<file path="src/rtl/crcfold_pkg.sv">
package crcfold_pkg;

  localparam int BYTE_W = 8;
  localparam int FOLD_W = 2 * BYTE_W;

  // strobes from control to datapath
  typedef struct packed {
    logic loadEn;
    logic validNext;
  } foldCtrl_t;

  // carry-less 8x8 product: AND terms combined with XOR
  function automatic logic [FOLD_W-1:0] clmul8(input logic [BYTE_W-1:0] a,
                                               input logic [BYTE_W-1:0] b);
    logic [FOLD_W-1:0] acc;
    acc = '0;
    for (int i = 0; i < BYTE_W; i++) begin
      if (b[i]) acc = acc ^ (FOLD_W'(a) << i);
    end
    return acc;
  endfunction

  // x^n mod poly, poly given with its x^8 term
  function automatic logic [BYTE_W-1:0] powMod(input int n, input logic [BYTE_W:0] poly);
    logic [BYTE_W:0] rem;
    rem = 9'd1;
    for (int i = 0; i < 1024; i++) begin
      if (i < n) begin
        rem = rem << 1;
        if (rem[BYTE_W]) rem = rem ^ poly;
      end
    end
    return rem[BYTE_W-1:0];
  endfunction

endpackage

</file>
<file path="src/rtl/crcfold_ctrl.sv">
module crcfold_ctrl
  import crcfold_pkg::*;
(
  input  logic      clk,
  input  logic      rstN,
  input  logic      inValid,
  output foldCtrl_t ctrl,
  output logic      outValid
);

  always_comb begin
    ctrl.loadEn    = inValid;
    ctrl.validNext = inValid;
  end

  always_ff @(posedge clk) begin
    if (!rstN) outValid <= 1'b0;
    else       outValid <= ctrl.validNext;
  end

endmodule

</file>
<file path="src/rtl/crcfold_dp.sv">
module crcfold_dp
  import crcfold_pkg::*;
#(
  parameter int              NUM_BYTES = 8,
  parameter logic [BYTE_W:0] POLY      = 9'h107,
  localparam int             DATA_W    = NUM_BYTES * BYTE_W
) (
  input  logic              clk,
  input  logic              rstN,
  input  foldCtrl_t         ctrl,
  input  logic [DATA_W-1:0] dataIn,
  output logic [FOLD_W-1:0] foldOut
);

  logic [FOLD_W-1:0] prodArr [NUM_BYTES];
  logic [FOLD_W-1:0] foldNext;

  // one multiplier per byte lane, constant fixed by lane position
  for (genvar g = 0; g < NUM_BYTES; g++) begin : g_lane
    localparam logic [BYTE_W-1:0] LANE_K = powMod(BYTE_W * g, POLY);
    assign prodArr[g] = clmul8(dataIn[g*BYTE_W +: BYTE_W], LANE_K);
  end

  always_comb begin
    foldNext = '0;
    for (int i = 0; i < NUM_BYTES; i++) foldNext = foldNext ^ prodArr[i];
  end

  always_ff @(posedge clk) begin
    if (!rstN)            foldOut <= '0;
    else if (ctrl.loadEn) foldOut <= foldNext;
  end

endmodule

</file>
<file path="src/rtl/crcfold_top.sv">
module crcfold_top
  import crcfold_pkg::*;
#(
  parameter int              NUM_BYTES = 8,
  parameter logic [BYTE_W:0] POLY      = 9'h107
) (
  input  logic                        clk,
  input  logic                        rstN,
  input  logic                        inValid,
  input  logic [NUM_BYTES*BYTE_W-1:0] dataIn,
  output logic                        outValid,
  output logic [FOLD_W-1:0]           foldOut
);

  foldCtrl_t ctrl;

  crcfold_ctrl ctrl_i (
    .clk      (clk),
    .rstN     (rstN),
    .inValid  (inValid),
    .ctrl     (ctrl),
    .outValid (outValid)
  );

  crcfold_dp #(.NUM_BYTES(NUM_BYTES), .POLY(POLY)) dp_i (
    .clk     (clk),
    .rstN    (rstN),
    .ctrl    (ctrl),
    .dataIn  (dataIn),
    .foldOut (foldOut)
  );

endmodule

</file>
<file path="config.mk">
export PLATFORM = sky130hd
export DESIGN_NAME = crcfold_top
export DESIGN_NICKNAME = d
export VERILOG_FILES = /design/src/rtl/crcfold_pkg.sv /design/src/rtl/crcfold_ctrl.sv /design/src/rtl/crcfold_dp.sv /design/src/rtl/crcfold_top.sv
export SDC_FILE = /design/constraint.sdc
export NUM_CORES = 1
export LEC_CHECK = 0
export BUFFER_PORTS_ARGS = -buffer_cell sky130_fd_sc_hd__buf_4
export CAP_MARGIN = 10
export CORE_ASPECT_RATIO = 0.9
export CORE_MARGIN = 10
export CORE_UTILIZATION = 48
export DETAILED_ROUTE_END_ITERATION = 16
export GPL_ROUTABILITY_DRIVEN = 0
export PLACE_DENSITY_LB_ADDON = 0.12
export SLEW_MARGIN = 30
export SYNTH_ARGS = -nofsm -noshare
export SYNTH_HDL_FRONTEND = slang
export SYNTH_SLANG_ARGS = --single-unit
</file>
<file path="constraint.sdc">
create_clock -name clk -period 2 [get_ports clk]
set_clock_uncertainty 0.1 [all_clocks]
set_input_delay 0.1 -clock clk [delete_from_list [all_inputs] [get_ports clk]]
set_output_delay 0.1 -clock clk [all_outputs]
set_load 0.05 [all_outputs]
</file>
==> impl_metrics.csv <==
group,metric,value,unit
outcome,status,"complete, but fails checks",
outcome,violations,"negative hold slack",
cts,cts_buffers,3,
global_routing,grt-ovfl-total,0,
layout,fin_nets,342,
floorplanning,num_rows,21,
drt,drtIter0Drc,21,
cts,htreeDepth,1,
pwr,power.leakage,1.08,nW
cts,clockBufferDepth,2,
yosys,ys_seq_area_frac,0.175,
cts,clk_pin_slew,0.06,ns
floorplanning,start_util,0.494,
drt,route.detailed.drc,0,
layout,mostFrequentLayoutCells,"xnor2_1, buf_4, xor2_1, dfxtp_1, nor2_1",
cts,cts_setup_buffers,0,
floorplanning,dieArea,0.00668,sq mm
timing,tns,0,ns
yosys,syn_area,0.00183,sq mm
placement,dp_hpwl,4270,microns
setup_path,cp.arrival,1.65,ns
yosys,synth_cell_type_count,21,
layout,syn2layout_area_growth,39.1,%
setup_path,startpoint,"dataIn[20]",
setup_path,end_kind,"register",
drt,ant_nets,0,
cts,tritoncts,"built",
job,max-cap-violations,0,
timing,post-route-min-period,1.56,ns
cts,cts_root_buf,"clkbuf_8",
global_routing,grt_pass1_wl,7270,microns
cts,clock_latency,0.25,ns
setup_path,crit_path_end,"dp_i.foldOut[6]",
layout,fill_cells,345,
timing,hold_viol,1,
global_routing,grt_usage,0.130,
setup_path,crit_required,2.09,ns
setup_path,crit_fanout,2,
yosys,synth-seq-cells,16,
yosys,synth_cells,192,
yosys,syn_avg_cell_area,9.53,sq um
global_routing,grt_max_degree,24,
drt,drt-vias-per-instance,4.57,
timing,setup_viol,0,
floorplanning,die_w,85.1,microns
yosys,synthesis.nets,259,
setup_path,rr_startpoint,"dp_i.foldOut[3]",
setup_path,r2r_slack,1.21,ns
timing,rsz0062_at_grt,"no",
worst_hold_path,hold_path_class,"primary input to register",
timing,fin_hold_ws,-0.000470,ns
floorplanning,fp.dieH,78.6,microns
cts,hold_buffers,0,
setup_path,critPathLaunchType,"primary input",
drt,wirelength,4560,microns
floorplanning,core-area,0.00370,sq mm
setup_path,rr_worst_depth,2,
drt,drt-pass1-iter-count,4,
global_routing,grt_pass1_vias,1589,
setup_path,crit_type,"primary input to register",
floorplanning,io_pins,84,
layout,layout_commonest_cell,"xnor2_1",
yosys,ys_warn_count,0,
layout,diodes,0,
cts,cts.sinks,16,
pwr,p_per_area,879,mW/mm^2
layout,drive_gt1_frac,0.325,
drt,vias,1463,
cts,post_cts_resized,0,
placement,port_buffers,82,
setup_path,reg2reg_to,"dp_i.foldOut[3]",
timing,min_period_over_period,0.779,
global_routing,antenna_found_initial,0,
timing,maxSlewViolCount,0,
pwr,vdd.ir_drop.worst,0.000281,V
drt,wl_per_cell,14.3,microns
timing,fmax,0.642,GHz
## cell usage after synthesis
library cell    n  area (sq um)
clkbuf_1        2          7.51
xnor3_1         5           113
or3b_1          1          8.76
nand3b_1        1          7.51
xor2_1         21           184
o21ai_0         1          5.00
inv_1           2          7.51
xnor2_1       107           937
xnor3_4         1          26.3
mux2i_1         7          70.1
a21oi_1         1          5.00
buf_1           1          3.75
and2_1          2          12.5
nor2_1         12          45.0
buf_4           1          7.51
clkbuf_2        1          5.00
nand3_1         2          10.0
conb_1          1          3.75
dfxtp_1        16           320
a211oi_1        6          45.0
buf_2           1          5.00
## worst min-delay path by stage
stage | from | to | slack (ns) | depth (start not counted)
after floorplan | rstN | dp_i.foldOut[4] | 0.12 | 1
after global placement | rstN | dp_i.foldOut[4] | 0.24 | 2
after detailed placement | rstN | dp_i.foldOut[4] | 0.26 | 2
after CTS | rstN | dp_i.foldOut[4] | 0.001 | 2
after global routing | rstN | dp_i.foldOut[4] | 0.02 | 2
final | rstN | dp_i.foldOut[4] | -0.0005 | 2
## critical path, cell delays in order
cell and delay (ns):
buf_4 0.12, xnor2_1 0.22, xnor3_4 0.46, xor2_1 0.19, xnor2_1 0.13, or3b_1 0.36
nand3_1 0.07
## metal layers
layer	wire (microns)	vias up	global-route usage
met5	0	-	0
met4	24	0	0.0395
met3	364	2	0.0433
met2	2240	47	0.223
met1	1930	648	0.149
li1	-	766	-
## flip-flops by register name (all words and copies together), names as in the netlist
name	count
ctrl_i.outValid	1
dp_i.foldOut	15
## logic make-up after synthesis
group	count (synthesis)	synth area share
AOI/OAI and AO/OA	8	0.0301
xor gates and xnor gates	134	0.689
buffers and inverters	8	0.0198
DFF	16	0.175
muxes	7	0.0383
other	1	0.00205
and+or+nand+nor	18	0.0458
## final cells by class
type	instances	area [sq um]	share of cell area
multi-input combinational	168	1470	0.579
timing repair buffer	84	631	0.248
sequential	16	320	0.126
tap	46	57.6	0.0226
clock buffer	4	55.1	0.0216
inverter	2	7.51	0.00295
## where the power goes
part | total [mW] | switching, mW | internal, mW
Clock | 0.281 | 0.106 | 0.175
Sequential | 0.438 | 0.0400 | 0.398
Combinational | 1.52 | 0.777 | 0.739
## stage by stage
step	setup slack [ns]	std cells	instance area (sq um)	utilization	total power, mW
2_1_floorplan	0.324	192	1830	-	1.57
3_5_place_dp	0.174	316	2490	0.672	1.97
5_1_grt	0.358	320	2540	0.687	2.37
6_report	0.441	320	2540	0.687	2.24
4_1_cts	0.423	320	2540	0.687	2.26
3_3_place_gp	0.176	316	2490	0.672	1.96
No activity file was read; power rests on OpenSTA's default activity.
